<file path="src/rtl/hb_pkg.sv">
// Shared constants for the host bridge: region select indices and the fixed
// address map. Assumes a 32-bit CPU and bus-master address space.
package hb_pkg;
    localparam int RG_SYS  = 0;
    localparam int RG_PIO  = 1;
    localparam int RG_ACK  = 2;
    localparam int RG_PMEM = 3;
    localparam int RG_ROM  = 4;
    localparam int RG_N    = 5;

    localparam logic [31:0] PIO_BASE  = 32'h8000_0000;
    localparam logic [31:0] PIO_SPAN  = 32'h3F80_0000;
    localparam logic [31:0] ACK_ADDR  = 32'hBFFF_FFF0;
    localparam logic [31:0] PMEM_BASE = 32'hC000_0000;
    localparam logic [31:0] PMEM_SPAN = 32'h3F00_0000;
    localparam logic [31:0] BM_SPLIT  = 32'h8000_0000;

    localparam logic [1:0] SZ_BYTE = 2'd0;
endpackage

</file>
<file path="src/rtl/hb_cpu_decode.sv">
// CPU-side decoder: combinational region select and in-region offset.
// Assumes the ROM size is a power of two no larger than 16 MB, so the ROM
// sits above the PCI memory window.
module hb_cpu_decode
    import hb_pkg::*;
#(
    parameter logic [31:0] ROM_BYTES = 32'h0010_0000
) (
    input  logic              valid,
    input  logic              write,
    input  logic [1:0]        size,
    input  logic [31:0]       addr,
    input  logic [7:0]        vec_in,
    output logic [RG_N-1:0]   sel,
    output logic [31:0]       offset,
    output logic              err,
    output logic [7:0]        ack_data
);
    localparam logic [31:0] ROM_BASE = ~(ROM_BYTES - 32'd1);
    localparam logic [31:0] PIO_END  = PIO_BASE + PIO_SPAN;
    localparam logic [31:0] PMEM_END = PMEM_BASE + PMEM_SPAN;

    // Pick one region, or flag an error, for the current access.
    always_comb begin
        sel    = '0;
        offset = '0;
        err    = 1'b0;
        if (valid) begin
            if (addr < PIO_BASE) begin
                sel[RG_SYS] = 1'b1;
                offset      = addr;
            end else if (addr < PIO_END) begin
                sel[RG_PIO] = 1'b1;
                offset      = addr - PIO_BASE;
            end else if (addr == ACK_ADDR) begin
                if (!write && size == SZ_BYTE) sel[RG_ACK] = 1'b1;
                else                           err         = 1'b1;
            end else if (addr >= ROM_BASE) begin
                if (write) begin
                    err = 1'b1;
                end else begin
                    sel[RG_ROM] = 1'b1;
                    offset      = addr - ROM_BASE;
                end
            end else if (addr >= PMEM_BASE && addr < PMEM_END) begin
                sel[RG_PMEM] = 1'b1;
                offset       = addr - PMEM_BASE;
            end else begin
                err = 1'b1;
            end
        end
    end

    // Return the controller vector only on a legal acknowledge read.
    always_comb ack_data = sel[RG_ACK] ? vec_in : 8'h00;
endmodule

</file>
<file path="src/rtl/hb_bm_decode.sv">
// Bus-master decoder: the lower half reaches the PCI memory window, the
// upper half reaches system RAM from zero. Assumes the window starts at 0.
module hb_bm_decode
    import hb_pkg::*;
(
    input  logic [31:0] addr,
    output logic        to_pci,
    output logic        to_sys,
    output logic        err,
    output logic [31:0] offset
);
    // Classify the bus-master address and rebase it.
    always_comb begin
        to_pci = 1'b0;
        to_sys = 1'b0;
        err    = 1'b0;
        offset = '0;
        if (addr >= BM_SPLIT) begin
            to_sys = 1'b1;
            offset = addr - BM_SPLIT;
        end else if (addr < PMEM_SPAN) begin
            to_pci = 1'b1;
            offset = addr;
        end else begin
            err = 1'b1;
        end
    end
endmodule

</file>
<file path="src/rtl/hb_irq_route.sv">
// Interrupt router: swizzles slot pins onto lines (n+d)&1 in legacy mode,
// or merges all pins onto one line. Inputs are level-sensitive, outputs
// registered once. Assumes LINES >= 2.
module hb_irq_route #(
    parameter int SLOTS = 4,
    parameter int PINS  = 4,
    parameter int LINES = 4
) (
    input  logic                   clk,
    input  logic                   rst_n,
    input  logic                   legacy,
    input  logic [SLOTS*PINS-1:0]  irq_in,
    output logic [LINES-1:0]       irq_line,
    output logic                   irq_single
);
    logic [LINES-1:0] swz;

    // Gather each slot pin onto its swizzled line.
    always_comb begin
        swz = '0;
        for (int d = 0; d < SLOTS; d++) begin
            for (int n = 0; n < PINS; n++) begin
                swz[(n + d) % 2] = swz[(n + d) % 2] | irq_in[d*PINS + n];
            end
        end
    end

    // Register the outputs of the active mode and clear the other.
    always_ff @(posedge clk) begin
        if (!rst_n) begin
            irq_line   <= '0;
            irq_single <= 1'b0;
        end else if (legacy) begin
            irq_line   <= swz;
            irq_single <= 1'b0;
        end else begin
            irq_line   <= '0;
            irq_single <= |irq_in;
        end
    end


    merged_or_chk: assert property (@(posedge clk) disable iff (!rst_n)
        !legacy |=> (irq_single == $past(|irq_in)) && (irq_line == '0));

    legacy_quiet_chk: assert property (@(posedge clk) disable iff (!rst_n)
        legacy |=> !irq_single && (irq_line[LINES-1:2] == '0));

    reset_clear_chk: assert property (@(posedge clk)
        !rst_n |=> (irq_line == '0) && !irq_single);
endmodule

</file>
<file path="src/rtl/hb_bridge.sv">
// Host bridge top: CPU address decode, bus-master decode and interrupt
// routing. Decode paths are combinational; interrupt outputs are registered.
module hb_bridge
    import hb_pkg::*;
#(
    parameter int          SLOTS     = 4,
    parameter int          PINS      = 4,
    parameter logic [31:0] ROM_BYTES = 32'h0010_0000
) (
    input  logic                   clk,
    input  logic                   rst_n,
    input  logic                   cpu_valid,
    input  logic                   cpu_write,
    input  logic [1:0]             cpu_size,
    input  logic [31:0]            cpu_addr,
    output logic [4:0]             cpu_sel,
    output logic [31:0]            cpu_offset,
    output logic                   cpu_err,
    input  logic [7:0]             irq_vector,
    output logic [7:0]             ack_data,
    input  logic [31:0]            bm_addr,
    output logic                   bm_to_pci,
    output logic                   bm_to_sys,
    output logic                   bm_err,
    output logic [31:0]            bm_offset,
    input  logic                   legacy_mode,
    input  logic [SLOTS*PINS-1:0]  irq_in,
    output logic [3:0]             irq_line,
    output logic                   irq_single
);
    hb_cpu_decode #(.ROM_BYTES(ROM_BYTES)) u_cpu (
        .valid(cpu_valid), .write(cpu_write), .size(cpu_size), .addr(cpu_addr),
        .vec_in(irq_vector), .sel(cpu_sel), .offset(cpu_offset), .err(cpu_err),
        .ack_data(ack_data)
    );

    hb_bm_decode u_bm (
        .addr(bm_addr), .to_pci(bm_to_pci), .to_sys(bm_to_sys), .err(bm_err),
        .offset(bm_offset)
    );

    hb_irq_route #(.SLOTS(SLOTS), .PINS(PINS), .LINES(4)) u_irq (
        .clk(clk), .rst_n(rst_n), .legacy(legacy_mode), .irq_in(irq_in),
        .irq_line(irq_line), .irq_single(irq_single)
    );


    sel_onehot_chk: assert property (@(posedge clk) disable iff (!rst_n)
        $onehot0(cpu_sel));

    err_nosel_chk: assert property (@(posedge clk) disable iff (!rst_n)
        cpu_err |-> (cpu_sel == '0));

    rom_nowrite_chk: assert property (@(posedge clk) disable iff (!rst_n)
        (cpu_valid && cpu_write) |-> !cpu_sel[RG_ROM]);

    bm_one_target_chk: assert property (@(posedge clk) disable iff (!rst_n)
        $countones({bm_to_pci, bm_to_sys, bm_err}) == 1);
endmodule

</file>
<file path="config.mk">
export PLATFORM = sky130hd
export DESIGN_NAME = hb_bridge
export DESIGN_NICKNAME = d
export VERILOG_FILES = /design/src/rtl/hb_pkg.sv /design/src/rtl/hb_cpu_decode.sv /design/src/rtl/hb_bm_decode.sv /design/src/rtl/hb_irq_route.sv /design/src/rtl/hb_bridge.sv
export SDC_FILE = /design/constraint.sdc
export NUM_CORES = 1
export LEC_CHECK = 0
export ABC_CLOCK_PERIOD_IN_PS = 9000
export CORE_AREA = 5 5 66 68
export CTS_CLUSTER_SIZE = 25
export DETAILED_ROUTE_END_ITERATION = 7
export DIE_AREA = 0 0 71 73
export DONT_BUFFER_PORTS = 1
export SYNTH_ARGS = -nofsm -noshare
export SYNTH_HDL_FRONTEND = slang
export SYNTH_SLANG_ARGS = --single-unit
</file>
<file path="constraint.sdc">
create_clock -name clk -period 9 [get_ports clk]
set_input_delay 1.8 -clock clk [delete_from_list [all_inputs] [get_ports clk]]
set_output_delay 1.8 -clock clk [all_outputs]
set_load 0.03 [all_outputs]
</file>
Word level (Yosys, flattened, before mapping)

Index checks and enable logic that the tools add are counted.

Output and inout port bits: 86
Register bits after elaboration: 5
Logic and storage cells: 72

Multiplexer cells: 35
Bitwise logic cells: 15
Eq/ne operators: 1
Reductions and logical operators: 7
Add/sub/neg operators: 4
$lt $le $gt $ge: 7

Operators with widths:

| operator                 | number |
|---|---|
| $mux W32                 | 9 |
| $sub A32 B32 Y32 const B | 4 |
| $ge A32 B32 Y1 const B   | 3 |
| $lt A32 B32 Y1 const B   | 3 |
| $eq A32 B32 Y1 const B   | 1 |
| $lt A32 B30 Y1 const B   | 1 |
| $mux W1                  | 21 |
| $reduce_or A16 Y1        | 1 |
| $or A1 B1 Y1             | 14 |
| $mux W8                  | 1 |
| $mux W5                  | 1 |
| $mux W4                  | 1 |
| $mux W3                  | 1 |
| $logic_and A1 B1 Y1      | 2 |
| $logic_not A2 Y1         | 1 |
| $mux W2                  | 1 |
| $reduce_and A2 Y1        | 1 |
| $reduce_or A2 Y1         | 1 |
| $logic_not A1 Y1         | 1 |
| $not A1 Y1               | 1 |

Logic depth before layout (Yosys ltp)

Depth after elaboration: 9
Depth in mapped cells: 7
Gate-level depth less buffers: 6

Modules after synthesis

Synthesis repeated with hierarchy kept, for this count alone.

Cell total of the unflattened synthesis: 236
Area, all modules: 1,599.0 µm²

By module, submodules not included:

| module        | seq. area each (µm²) | cells an instance | instances | area an instance (µm²) |
|---|---|---|---|---|
| hb_cpu_decode | 0.0                  | 141               | 1         | 932.1 |
| hb_bm_decode  | 0.0                  | 80                | 1         | 509.2 |
| hb_irq_route  | 60.1                 | 15                | 1         | 157.7 |

Worst setup path after synthesis

Ideal clock, no wire load.

Kind: input to output
Start point: input port cpu_addr[0]
End point: output port cpu_sel[2]
Data required time: 7.200 ns
Path slack: 3.243 ns
Data arrival time: 3.957 ns
Cell stages on the path: 5
Path through: or4b_1 or4_4 or4_4 buf_6 nor2_1

Longest elaborated chain between the ends: 5

Ends and longest elaborated chain:

| what                                                   | RTL line            | RTL |
|---|---|---|
| from (decl)                                            | hb_bridge.sv:15     | `input logic [31:0] cpu_addr,` |
| branches (longest 3 deep; another with $lt A32 B32 Y1) | -                   |  |
| $mux W4 (*)                                            | hb_cpu_decode.sv:29 | `if (addr < PIO_BASE) begin` |
| $mux W5 (*)                                            | hb_cpu_decode.sv:28 | `if (valid) begin` |
| to (decl)                                              | hb_bridge.sv:16     | `output logic [4:0] cpu_sel,` |

Every way passes the cells marked *.

Worst setup path in the final report

Start point: input port cpu_addr[0]
End point: output port cpu_err

Longest elaborated chain between the ends: 8

Ends and longest elaborated chain:

| what                                                    | RTL line            | RTL |
|---|---|---|
| $ge A32 B32 Y1 / $lt A32 B32 Y1 (equally long branches) | hb_cpu_decode.sv:45 | `end else if (addr >= PMEM_BASE && addr < PMEM_END) begin` |
| $logic_and A1 B1 Y1                                     | hb_cpu_decode.sv:45 |  |
| $mux W1                                                 | hb_cpu_decode.sv:45 |  |
| $mux W1                                                 | hb_cpu_decode.sv:38 | `end else if (addr >= ROM_BASE) begin` |
| $mux W1                                                 | hb_cpu_decode.sv:35 | `end else if (addr == ACK_ADDR) begin` |
| $mux W1                                                 | hb_cpu_decode.sv:32 | `end else if (addr < PIO_END) begin` |
| $mux W1 (*)                                             | hb_cpu_decode.sv:29 |  |
| $mux W1 (*)                                             | hb_cpu_decode.sv:28 |  |
| to (decl)                                               | hb_bridge.sv:18     | `output logic cpu_err,` |

Mark *: on every way between the ends. The rest lies on a longest branch, timed or not.

==> results.cfg <==
[clock_tree]
cts_resized = 0
cts_tree = built
cts_setup_buffers = 0
cts_root_buf = clkbuf_8
clkTransAtPathRegs_ns = 0.03
cts_sinks = 3
clk_path_buf_depth = 2
cts_hold_buf = 0
cts_made_buffers = 3
htree_levels = 1

[timing]
holdWs_ns = 1.66
worst_pin_slew_ns = 1.28
finalCritPeriodShare_pct = 69.8
hold_viol = 0
totalNegativeSetupSlack_ns = 0
maxSlewViolCount = 0
slew_headroom_pct = 14.8
setup-violations-final = 0
clock.fmax_mhz = 159
rsz0062_at_grt = no
fin_crit_ns = 6.29
layout_setup_ws_ns = 2.71

[synth]
synth_async_sr_flop_share_pct = 0
syn_area_um2 = 1280
syn_area_per_cell_um2 = 6.14
yosys.area.top_type = nor2b_1
synth_top_family_by_area = simple AND/OR/NAND/NOR gates
synth_xor_area_share_pct = 0
syn_inst = 208
muxShareOfSynthArea_pct = 0
synth_edf_count = 0
ys_top_cells_by_area = nor2b_1, a21oi_1, nand2_1
synth-simple-area-share_pct = 57.0
synth_warnings = 0
ys.flop_type = dfxtp_1
synth-adder-area-share_pct = 3.92
yosysUniqueCellTypes = 46
synth_top_area_share_pct = 15.2
ys_seq_elements = 3
seq_area_frac_synth_pct = 4.70
synth_compound_area_share_pct = 23.3

[placement]
port_buffers = 0
place_area_um2 = 1280
placedCellCount = 244
place_ws_ns = 2.68
place_congestion = 0.813
hpwl_mm = 4.32

[floorplan]
die_area_um2 = 5180
initial_core_util_pct = 33.6
core_um2 = 3800
die_w_um = 71
rows = 23
ios = 181
die_h_um = 73

[critical_path]
cp-start-kind = input port
critPathKind = in2out
cp-startpoint = cpu_addr[0]
cp-end-kind = output pin
critPathRequiredTime_ns = 7.20
cp-endpoint = cpu_err
crit_fanout = 24
cp.arrival_ns = 4.49

[drt]
drt_pass1_iterations = 4
route.detailed.drc = 0
met3WireLength_um = 476
vias_per_cell = 6.07
vias = 1505
wl_mm = 5.01
drtAntennaViolNets = 0
dr.first_iter.drc_count = 37
wl_met2_mm = 2.35
maxUsedRoutingLayer = met4
wl_met1_mm = 2.14
wl_per_cell_um = 20.2

[final_layout]
fin_util_pct = 34.8
syn_to_final_growth_pct = 3.43
num-fill-cells = 431
fin_nets = 298
final_layout_size_suffix_gt1_share_pct = 10.1
design_area_um2 = 1320
num_antenna_cells = 0
instances_no_fill = 248

[global_routing]
grt_pass1_wl_mm = 6.91
grt_start_max_net_pins = 37
grt_overflow = 0
grt_use_total_pct = 16.6
antenna_found_initial = 0
grt_pass1_vias = 1341

[power]
seq_power_share_pct = 12.7
clock_power_share_pct = 31.9
p_int_uw = 58.0
total_power_uw = 125
powerDensity_nw_per_um2 = 94.6
p_leak_nw = 0.476
p_comb_share_pct = 55.4
p_switching_uw = 67.0
switching_share_pct = 53.6
vdd_drop_max_uv = 31.3

[run_status]
status = complete, no violations

[run]
cap_violations = 0

[min_path]
min_path_type = in2reg
routing by layer:
layer / track usage (%) / vias up
li1: - / 712
met2: 25.3 / 107
met4: 3.97 / 0
met1: 23.4 / 681
met3: 4.13 / 5
met5: 0 / -
cell families after synthesis:
kind of cell	count (synthesis)
simple gates	124
compound gates	45
buf+inv	31
fa+ha+maj	4
flops	3
other cells	1
power by group through the flow:
stage	logic, mW	clock network [mW]	registers, mW
3_5_place_dp	0.0694	0	0.0161
5_1_grt	0.0736	0.0408	0.0160
6_report	0.0693	0.0398	0.0159
3_3_place_gp	0.0692	0	0.0160
2_1_floorplan	0.0681	0	0.0160
4_1_cts	0.0696	0.0393	0.0159
worst max-delay path: stages:
cell and delay, ns:
or4b_1 0.51, or4_4 0.58, o41ai_4 1.08, and4b_1 0.52
final cells by class:
| cell class | instances | area (um^2) | area share (%) |
|---|---|---|---|
| Timing Repair Buffer | 2 | 15.0 | 1.14 |
| Inverter | 13 | 48.8 | 3.69 |
| Sequential cell | 3 | 60.1 | 4.55 |
| Multi-Input combinational cell | 176 | 1090 | 82.5 |
| Tap cell | 50 | 62.6 | 4.73 |
| Clock buffer | 4 | 45.0 | 3.41 |
Yosys cell counts (2+ instances only):
cell / instances
or3_1: 4
nand3_1: 7
nand2_1: 30
o21ai_0: 2
or4_4: 2
o31ai_1: 2
and3_1: 6
inv_1: 13
nor4_1: 6
dfxtp_1: 3
and4_1: 2
nand4b_1: 2
nor2b_1: 31
nand4_1: 6
and2_1: 4
nor2_1: 9
ha_1: 4
a21oi_1: 24
o21ai_1: 2
buf_4: 3
nor3_2: 8
o211ai_1: 2
clkbuf_1: 11
nor3_1: 2
buf_2: 2
worst min path at each step:
stage                            from               end  slack [ns]  depth (start not counted)
after floorplan           legacy_mode  u_irq.irq_single        1.88                          1
after global routing      legacy_mode  u_irq.irq_single        1.67                          1
final                     legacy_mode  u_irq.irq_single        1.66                          1
after detailed placement  legacy_mode  u_irq.irq_single        1.89                          1
after CTS                 legacy_mode  u_irq.irq_single        1.67                          1
after global placement    legacy_mode  u_irq.irq_single        1.88                          1
cell usage in the layout (no fill, tap or decap), drive strengths merged, types with 2 or more instances in the layout:
cell,Yosys,final
nor2b,31,31
nand2,30,30
a21oi,24,24
inv,13,13
nor3,10,10
nor2,9,9
nand3,7,7
nand4,6,6
nor4,6,6
and3,6,6
and2,4,4
or3,4,4
ha,4,4
clkbuf,11,4
o21ai,4,4
conb,1,3
dfxtp,3,3
and4,2,2
nand4b,2,2
or4,2,2
o31ai,2,2
o211ai,2,2
buf,7,2
state kept, by name (all words and copies together), names as in the netlist:
register	count
u_irq.irq_line	2
u_irq.irq_single	1
Note: power is estimated with default switching activity, not from simulation.
